$ cat src/rtl/rotmerge_pkg.sv
package rotmerge_pkg;
  typedef struct packed {
    logic lt;
    logic gt;
    logic eq;
    logic so;
  } cond_t;

  localparam int COND_W = $bits(cond_t);
endpackage

$ cat src/rtl/rm_rotator.sv
module rm_rotator #(
  parameter int XLEN = 32,
  localparam int SHW = $clog2(XLEN)
) (
  input  logic [XLEN-1:0] data_i,
  input  logic [SHW-1:0]  amt_i,
  output logic [XLEN-1:0] data_o
);
  logic [XLEN-1:0] stage [0:SHW];

  assign stage[0] = data_i;

  for (genvar s = 0; s < SHW; s++) begin : g_stage
    localparam int DIST = 1 << s;
    assign stage[s+1] = amt_i[s] ? {stage[s][DIST-1:0], stage[s][XLEN-1:DIST]}
                                 : stage[s];
  end

  assign data_o = stage[SHW];
endmodule

$ cat src/rtl/rm_masker.sv
module rm_masker #(
  parameter int XLEN = 32,
  localparam int SHW = $clog2(XLEN)
) (
  input  logic [SHW-1:0]  amt_i,
  input  logic [XLEN-1:0] rot_i,
  input  logic [XLEN-1:0] old_mq_i,
  output logic [XLEN-1:0] mask_o,
  output logic [XLEN-1:0] merged_o
);
  // Bit i (LSB index) is kept from the rotated word when i < XLEN - N.
  for (genvar i = 0; i < XLEN; i++) begin : g_mask
    assign mask_o[i] = ({1'b0, amt_i} < (SHW+1)'(XLEN - i));
  end

  assign merged_o = (rot_i & mask_o) | (old_mq_i & ~mask_o);
endmodule

$ cat src/rtl/rm_condgen.sv
module rm_condgen
  import rotmerge_pkg::*;
#(
  parameter int XLEN = 32
) (
  input  logic [XLEN-1:0] value_i,
  input  logic            so_i,
  output cond_t           cond_o
);
  logic is_zero;
  logic is_neg;

  assign is_zero = (value_i == '0);
  assign is_neg  = value_i[XLEN-1];

  always_comb begin
    cond_o.lt = is_neg;
    cond_o.gt = !is_neg && !is_zero;
    cond_o.eq = is_zero;
    cond_o.so = so_i;
  end
endmodule

$ cat src/rtl/rotmerge_unit.sv
module rotmerge_unit
  import rotmerge_pkg::*;
#(
  parameter int XLEN = 32,
  localparam int SHW = $clog2(XLEN)
) (
  input  logic              clk,
  input  logic              rst_n,
  input  logic              op_valid_i,
  input  logic [XLEN-1:0]   rs_i,
  input  logic [XLEN-1:0]   rb_i,
  input  logic              rec_i,
  input  logic              so_i,
  output logic [XLEN-1:0]   dest_o,
  output logic [XLEN-1:0]   mq_o,
  output logic              mq_we_o,
  output logic [COND_W-1:0] cr_o,
  output logic              cr_we_o
);
  logic [SHW-1:0]  shamt_w;
  logic [XLEN-1:0] rot_w;
  logic [XLEN-1:0] mask_w;
  logic [XLEN-1:0] merged_w;
  cond_t           cond_w;
  logic            unused_rb_hi;

  logic [XLEN-1:0]   mq_q;
  logic [XLEN-1:0]   dest_q;
  logic [COND_W-1:0] cr_q;
  logic              mq_we_q;
  logic              cr_we_q;

  assign shamt_w      = rb_i[SHW-1:0];
  assign unused_rb_hi = ^rb_i[XLEN-1:SHW];

  rm_rotator #(.XLEN(XLEN)) u_rot (
    .data_i (rs_i),
    .amt_i  (shamt_w),
    .data_o (rot_w)
  );

  rm_masker #(.XLEN(XLEN)) u_mask (
    .amt_i    (shamt_w),
    .rot_i    (rot_w),
    .old_mq_i (mq_q),
    .mask_o   (mask_w),
    .merged_o (merged_w)
  );

  rm_condgen #(.XLEN(XLEN)) u_cond (
    .value_i (merged_w),
    .so_i    (so_i),
    .cond_o  (cond_w)
  );

  always_ff @(posedge clk) begin
    if (!rst_n) begin
      mq_q    <= '0;
      dest_q  <= '0;
      cr_q    <= '0;
      mq_we_q <= 1'b0;
      cr_we_q <= 1'b0;
    end else begin
      mq_we_q <= op_valid_i;
      cr_we_q <= op_valid_i && rec_i;
      if (op_valid_i) begin
        mq_q   <= rot_w;
        dest_q <= merged_w;
        if (rec_i) cr_q <= cond_w;
      end
    end
  end

  assign dest_o  = dest_q;
  assign mq_o    = mq_q;
  assign mq_we_o = mq_we_q;
  assign cr_o    = cr_q;
  assign cr_we_o = cr_we_q;
endmodule

$ cat config.mk
export PLATFORM = sky130hd
export DESIGN_NAME = rotmerge_unit
export DESIGN_NICKNAME = d
export VERILOG_FILES = /design/src/rtl/rotmerge_pkg.sv /design/src/rtl/rm_rotator.sv /design/src/rtl/rm_masker.sv /design/src/rtl/rm_condgen.sv /design/src/rtl/rotmerge_unit.sv
export SDC_FILE = /design/constraint.sdc
export NUM_CORES = 1
export LEC_CHECK = 0
export ABC_CLOCK_PERIOD_IN_PS = 3600
export BUFFER_PORTS_ARGS = -buffer_cell sky130_fd_sc_hd__buf_2
export CAP_MARGIN = 0
export CORE_MARGIN = 4
export CORE_UTILIZATION = 55
export CTS_CLUSTER_SIZE = 20
export DETAILED_ROUTE_END_ITERATION = 6
export PLACE_DENSITY = 0.82
export SYNTH_ARGS = -nofsm -noshare
export SYNTH_HDL_FRONTEND = slang
export SYNTH_HIERARCHICAL = 1
export SYNTH_SLANG_ARGS = --single-unit
$ cat constraint.sdc
create_clock -name clk -period 3.6 [get_ports clk]
set_input_delay 0.54 -clock clk [delete_from_list [all_inputs] [get_ports clk]]
set_output_delay 0.54 -clock clk [all_outputs]
set_load 0.01 [all_outputs]
==> flow_summary.yaml, run 1 <==
global_routing:
  grt-ovfl-total: 0
  grt.total_usage_pct: 24.0
  grt_pass1_wl_mm: 21.5
  grt_pass1_vias: 4110
  pin_count_of_the_biggest_net_entering_global_routing: 75
  antenna_found_initial: 0
cells_and_area:
  area.growth.synth_to_final_pct: 15.4
  n_antenna_cell: 0
  number_of_nets_in_the_layout: 620
  drive_gt1_share_pct: 54.0
  fin_cells: 689
  layout.core_utilization_pct: 64.7
  nFillCells: 772
clock_network:
  tritoncts: "built"
  clock_sink_count: 70
  numCtsBuffers: 9
  cts_buffer_depth: 2
  buffers_inserted_by_post_cts_timing_repair: 0
  clk_pin_slew_ns: 0.07
  cts_htree_levels: 3
  clock_latency_ns: 0.35
  cts-resized-gates: 0
  cts.root.buffer_cell: "clkbuf_8"
  cts_hold_repair.buffers: 0
critical_path:
  crit_required_ns: 3.84
  r2r_start: "mq_o[11]"
  worst-r2r-cell-count: 7
  critPathMaxFanout: 13
  reg2reg_to: "cr_o[2]"
  regToRegSetupSlack_ns: 1.77
  timing.setup.critical_path_class: "in2reg"
  cp.arrival_ns: 3.67
  timing.critical_path.to_type: "register"
  critPathLaunch: "rb_i[3]"
  start_kind: "input port"
worst_hold_path:
  min_delay_path_depth: 2
  timing.hold.worst.start: "cr_o[1]"
  holdPathEnd: "cr_o[1]"
  timing.hold.worst.class: "reg2reg"
sta:
  clock_skew_ns: 0.0112
  final_max_tran_viols: 0
  timing.final.crit_share_pct: 95.4
  finalHoldViolations: 0
  slew_headroom_pct: 26.7
  hold_ws_ns: 0.457
  worst_slew_pin_slew_ns: 1.10
  unrepaired_setup_endpoints_after_global_routing: "false"
  fin_setup_tns_ns: 0
  report.final.setup_viol: 0
  post-route-min-period_ns: 3.43
  max_frequency_ghz: 0.291
placed_design:
  numPortBuffers: 111
  gpl.final_weighted_congestion: 0.903
  hpwl_mm: 10.3
  count_of_placed_standard_cells_including_taps: 673
routing:
  drt-total-wl_mm: 13.6
  drt.antenna.violating_nets: 0
  detail_route.vias_per_cell: 5.97
  detailedRoute.firstPassIterationCount: 5
  dr_total_vias: 4112
  routed_wire_length_per_instance_um: 19.7
  drc: 0
  violation_count_after_the_first_detailed_routing_iteration: 376
floorplan:
  core_um2: 9730
  die_width_um: 108
  die_area_um2: 11600
  row_count: 36
  die_h_um: 108
  io-pin-count: 139
  initial_core_util_pct: 56.0
power_and_ir_drop:
  p_leak_nw: 2.69
  power.total_mw: 2.57
  power.density_cell_area_nw_per_um2: 408
  irDropWorstVdd_mv: 0.277
yosys:
  syn-mean-instance-area_um2: 12.3
  syn_nets: 512
  synth_area_um2: 5450
  netlist_instances: 443
  synthesis.yosys.warnings: 6
status:
  status: "finished, final reports clean"
run:
  maxCapViolations: 0
stage by stage:
stage	instance area (um2)	worst slack, ns
final	6290	0.166
after global routing	6290	0.00905
after CTS	6290	0.177
after detailed placement	6040	-0.183
after global placement	6040	-0.128
after floorplan	5450	0.391
layout by cell type, fill, tap and decap left out, types with 3 or more instances in the layout:
cell type  instances
a21oi_1            3
and2_1             4
buf_2            110
buf_4             32
bufinv_16          3
clkbuf_8          11
dfxtp_1           70
mux2_2            60
mux2i_1           64
mux4_2            63
nand2_1           16
nand4_1            6
nor2_1             5
nor2b_1           64
nor4_1             7
o21ai_1            3
o21ai_2            5
registers in the layout, summed over array words and instances, names as in the netlist:
signal   cells
cr_we_o      1
mq_o        32
mq_we_o      1
dest_o      32
cr_o         4
worst max-delay path, cell delays in order:
cell and delay [ns]:
buf_2 0.27, buf_4 0.27, mux4_2 0.37, mux4_2 0.54, mux2_2 0.30, mux2_2 0.28
nor4_1 0.32, buf_4 0.17, nand4_1 0.19, o21ba_1 0.24, nand4_1 0.10, o21ai_2 0.07
final cells by class:
| cell class | instances | area, um2 | area share [%] |
|---|---|---|---|
| timing repair buffer | 144 | 831 | 13.2 |
| sequential | 70 | 1400 | 22.3 |
| clock inverter | 5 | 104 | 1.65 |
| clock buffer | 11 | 151 | 2.41 |
| inverter | 2 | 7.51 | 0.119 |
| multi-input combinational | 324 | 3630 | 57.7 |
| tap | 133 | 166 | 2.64 |
layer usage:
layer / vias to the layer above / track usage (%) / share of wire, %
met1: 2009 / 32.3 / 42
met3: 25 / 4.44 / 6.6
met2: 175 / 40.0 / 49
met4: 0 / 6.76 / 1.9
met5: - / 0 / 0
li1: 1903 / - / -
worst max path at each step:
stage	end	slack [ns]	depth (start not counted)
2_1_floorplan	cr_o[2]	0.39	12
4_1_cts	cr_o[2]	0.18	12
6_report	cr_o[2]	0.17	12
3_3_place_gp	cr_o[2]	-0.13	12
5_1_grt	cr_o[2]	0.009	12
3_5_place_dp	cr_o[2]	-0.18	12
power by group:
group | switching [mW] | total [mW] | internal (mW) | leakage (nW)
registers | 0.0457 | 0.891 | 0.846 | 0.576
clock network | 0.302 | 0.802 | 0.499 | 0.130
logic | 0.418 | 0.875 | 0.456 | 1.99
total | 0.767 | 2.57 | 1.80 | 2.69
Note: power is estimated with default switching activity, not from simulation.
==> run 2: changes to the inputs <==
- MAX_ROUTING_LAYER: not set -> met4
==> flow_summary.yaml, run 2 (synthesis results as in run 1) <==
clock_network:
  cts.root.buffer_cell: "clkbuf_8"
  tritoncts: "built"
  cts_buffer_depth: 2
  clock_latency_ns: 0.35
  clk_pin_slew_ns: 0.07
  cts_hold_repair.buffers: 0
  cts_htree_levels: 3
  clock_sink_count: 70
  numCtsBuffers: 9
global_routing:
  grt_pass1_wl_mm: 21.7
  grt-ovfl-total: 0
  grt.total_usage_pct: 24.8
  grt_pass1_vias: 4102
  pin_count_of_the_biggest_net_entering_global_routing: 75
  antenna_found_initial: 0
cells_and_area:
  n_antenna_cell: 0
  multi_input_comb_area_um2: 3630
  most-common-layout-cells: "buf_2, dfxtp_1, mux2i_1, nor2b_1, mux4_2"
  nFillCells: 781
  drive_gt1_share_pct: 54.1
  area.growth.synth_to_final_pct: 15.1
  final-seq-area_um2: 1400
  mostFrequentLayoutCell: "buf_2"
  number_of_nets_in_the_layout: 623
  fin_cells: 691
routing:
  drt-total-wl_mm: 13.6
  drc: 0
  dr_total_vias: 4100
  detailedRoute.firstPassIterationCount: 4
  routed_wire_length_per_instance_um: 19.7
  violation_count_after_the_first_detailed_routing_iteration: 377
  detail_route.vias_per_cell: 5.93
  drt.antenna.violating_nets: 0
sta:
  unrepaired_setup_endpoints_after_global_routing: "false"
  slew_headroom_pct: 26.7
  max_frequency_ghz: 0.293
  post-route-min-period_ns: 3.42
  worst_slew_pin_slew_ns: 1.10
  final_max_tran_viols: 0
  timing.final.crit_share_pct: 94.9
  report.final.setup_viol: 0
  finalHoldViolations: 0
  clock_skew_ns: 0.0100
  final_critical_path_setup_slack_ns: 0.183
floorplan:
  initial_core_util_pct: 56.0
  row_count: 36
  io-pin-count: 139
  die_h_um: 108
  core_um2: 9730
  die_width_um: 108
  die_area_um2: 11600
critical_path:
  timing.critical_path.to_type: "register"
  r2r_start: "mq_o[11]"
  cp.arrival_ns: 3.65
  timing.setup.critical_path_class: "in2reg"
  worst-r2r-cell-count: 7
  reg2reg_to: "cr_o[2]"
  crit_required_ns: 3.84
  start_kind: "input port"
  regToRegSetupSlack_ns: 1.78
  critPathLaunch: "rb_i[1]"
  cp-endpoint: "cr_o[2]"
  critPathMaxFanout: 17
power_and_ir_drop:
  p_leak_nw: 2.69
  power.density_cell_area_nw_per_um2: 392
  irDropWorstVdd_mv: 0.267
placed_design:
  hpwl_mm: 10.3
  worst_setup_slack_post_dpl_ns: -0.170
  numPortBuffers: 111
  count_of_placed_standard_cells_including_taps: 676
  gpl.final_weighted_congestion: 0.914
worst_hold_path:
  timing.hold.worst.start: "so_i"
  timing.hold.worst.class: "in2reg"
run:
  maxCapViolations: 0
status:
  status: "finished, final reports clean"
==> run 2: through the flow <==
step                hold slack [ns]  area [um2]  power (mW)  TNS [ns]  util, %
floorplan                     0.483        5450        1.50         0        -
global placement              0.444        6060        1.75    -0.185     62.3
detailed placement            0.451        6060        1.78    -0.289     62.3
CTS                           0.439        6270        2.47         0     64.5
global route                  0.476        6270        2.58         0     64.5
finish                        0.453        6270        2.46         0     64.5
==> run 2: layout make-up <==
cell class,count,area share [%]
multi-input cells,324,57.9
inverters,2,0.120
clock buffers,9,1.97
well taps,133,2.65
clock inverters,6,1.38
flip-flops and latches,70,22.3
repair buffers,147,13.6
==> run 2: where the power goes <==
part	internal (mW)	leakage [nW]	switching, mW
sequential	0.846	0.576	0.0454
combinational	0.461	2.00	0.417
clock	0.386	0.105	0.305
==> run 2: metal layers <==
layer / share of wire, % / global-route usage, % / vias to the layer above / wire length [um]
li1: - / - / 1897 / -
met1: 44 / 33.6 / 2015 / 5980
met2: 48 / 38.2 / 162 / 6470
met3: 6.1 / 4.02 / 26 / 835
met4: 2.2 / 8.30 / 0 / 297
met5: 0 / - / - / 0
==> run 2: repair_timing <==
| action | CTS | global route |
|---|---|---|
| resized for setup | 0 | 1 |
| setup buffers | 0 | 0 |
| setup endpoints to repair | 0 | 2 |
==> run 2: worst min path at each step <==
stage,cells past startpoint,to
finish,3,cr_o[0]
global route,2,cr_o[1]
CTS,3,cr_o[0]
detailed placement,2,cr_o[1]
global placement,2,cr_o[0]
floorplan,2,cr_o[0]
==> run 2: critical path, cell delays in order <==
cell	delay [ns]
buf_2	0.15
buf_12	0.19
mux4_2	0.55
mux4_2	0.54
mux2_2	0.30
mux2_2	0.28
nor4_1	0.34
buf_4	0.17
nand4_1	0.18
o21ba_1	0.24
nand4_1	0.09
o21ai_2	0.06
==> run 3: changes to the inputs <==
- CORE_UTILIZATION: 55 -> 30
- PLACE_DENSITY: 0.82 -> 0.5
==> flow_summary.yaml, run 3 (synthesis results as in run 1) <==
cells_and_area:
  area.growth.synth_to_final_pct: 22.4
  nFillCells: 1818
  most-common-layout-cells: "buf_2, dfxtp_1, mux2i_1, nor2b_1, mux4_2"
  mostFrequentLayoutCell: "buf_2"
  drive_gt1_share_pct: 55.9
  n_antenna_cell: 0
  number_of_nets_in_the_layout: 638
  final-seq-area_um2: 1400
  multi_input_comb_area_um2: 3670
worst_hold_path:
  timing.hold.worst.class: "reg2reg"
sta:
  report.final.setup_viol: 0
  post-route-min-period_ns: 3.44
  fin_setup_tns_ns: 0
  final_max_tran_viols: 0
  unrepaired_setup_endpoints_after_global_routing: "false"
  finalHoldViolations: 0
  clock_skew_ns: 0.0101
  final_critical_path_setup_slack_ns: 0.156
  max_frequency_ghz: 0.290
  timing.final.crit_share_pct: 95.7
  slew_headroom_pct: 23.4
  worst_slew_pin_slew_ns: 1.15
routing:
  drt-total-wl_mm: 15.7
  detail_route.vias_per_cell: 5.11
  detailed_route_wirelength_on_metal2_mm: 7.72
  wl_met3_um: 818
  wl_met1_mm: 6.88
  dr_total_vias: 4100
  top_layer: "met4"
  drc: 0
  detailedRoute.firstPassIterationCount: 4
  violation_count_after_the_first_detailed_routing_iteration: 231
  routed_wire_length_per_instance_um: 19.6
  drt.antenna.violating_nets: 0
placed_design:
  numPortBuffers: 111
  gpl.final_weighted_congestion: 0.862
  hpwl_mm: 12.2
  worst_setup_slack_post_dpl_ns: -0.359
power_and_ir_drop:
  comb_power_share_pct: 33.3
  power.total_mw: 2.84
  p_leak_nw: 2.83
  switching_power_share_of_the_total_pct: 29.3
  cellInternalPower_mw: 2.01
  power.density_cell_area_nw_per_um2: 425
  pwr-share-clk_pct: 35.2
  netSwitchingPower_mw: 0.832
  seqPwrFrac_pct: 31.5
  irDropWorstVdd_mv: 0.238
clock_network:
  cts_hold_repair.buffers: 0
  numCtsBuffers: 9
  clk_pin_slew_ns: 0.06
  buffers_inserted_by_post_cts_timing_repair: 0
  clock_latency_ns: 0.34
  clock_sink_count: 70
  cts.root.buffer_cell: "clkbuf_16"
  cts_htree_levels: 3
  cts_buffer_depth: 2
  tritoncts: "built"
global_routing:
  grt.total_usage_pct: 15.9
  antenna_found_initial: 0
  grt_pass1_vias: 4268
  pin_count_of_the_biggest_net_entering_global_routing: 75
  grt-ovfl-total: 0
  grt_pass1_wl_mm: 24.5
floorplan:
  die_h_um: 143
  initial_core_util_pct: 30.5
  die_width_um: 143
  die_area_um2: 20400
  io-pin-count: 139
  row_count: 49
  core_um2: 17900
critical_path:
  start_kind: "input port"
  timing.critical_path.to_type: "register"
  crit_required_ns: 3.82
  critPathMaxFanout: 7
  timing.setup.critical_path_class: "in2reg"
  cp.arrival_ns: 3.67
status:
  status: "finished, final reports clean"
run:
  maxCapViolations: 0
## run 3: cell types whose count changed in the layout (fill, tap and decap cells not counted), sizes merged
cell      change
clkinv        -1
inv           -1
clkbuf        +3
buf          +16
clkinvlp      -1
## run 3: power groups by stage
stage	Combinational [mW]	Sequential (mW)	Clock, mW
2_1_floorplan	0.568	0.935	0
4_1_cts	0.941	0.894	1.03
6_report	0.946	0.893	0.999
3_3_place_gp	0.919	0.907	0
3_5_place_dp	0.933	0.910	0
5_1_grt	1.02	0.903	1.05
## run 3: timing repair
item                                    4_1_cts  5_1_grt
resized for setup                             1        4
gates cloned                                  0        0
pin swaps                                     0        1
endpoints found under the setup margin        1        2
## run 3: metal layers
metal | track usage, % | up-vias
met4 | 3.85 | 0
met3 | 3.15 | 26
met5 | - | -
met1 | 20.3 | 2002
li1 | - | 1934
met2 | 25.9 | 138
## run 3: path summary, 6_finish.rpt
path | startpoint | end | slack (ns) | depth (start not counted)
worst max-delay path | rb_i[1] | cr_o[2] | 0.16 | 11
worst min-delay path | cr_o[0] | cr_o[0] | 0.45 | 2
worst max register to register | mq_o[11] | cr_o[2] | 1.82 | 7
worst min register to register | cr_o[0] | cr_o[0] | 0.45 | 2
## run 3: layout make-up
cell class              instances  share of cell area (%)
multi-input cells             324                    54.9
flip-flops and latches         70                    21.0
repair buffers                162                    14.7
well taps                     229                    4.29
clock buffers                  13                    4.05
clock inverters                 3                   0.975
inverters                       2                   0.112
## run 3: per-stage QoR
step	cells	hold slack, ns	area, um2	util, %
4_1_cts	803	0.458	6650	37.1
3_5_place_dp	787	0.450	6310	35.2
6_report	803	0.454	6680	37.3
2_1_floorplan	443	0.483	5450	-
3_3_place_gp	787	0.445	6310	35.2
5_1_grt	803	0.471	6680	37.3
## run 3: worst max-delay path, cell delays in order
cell and delay [ns]:
buf_2 0.20, buf_4 0.22, mux4_2 0.58, mux4_2 0.51, mux2_2 0.31, mux2_2 0.29
nor4_1 0.35, nand4_1 0.27, o21ba_1 0.24, nand4_1 0.09, o21ai_2 0.07
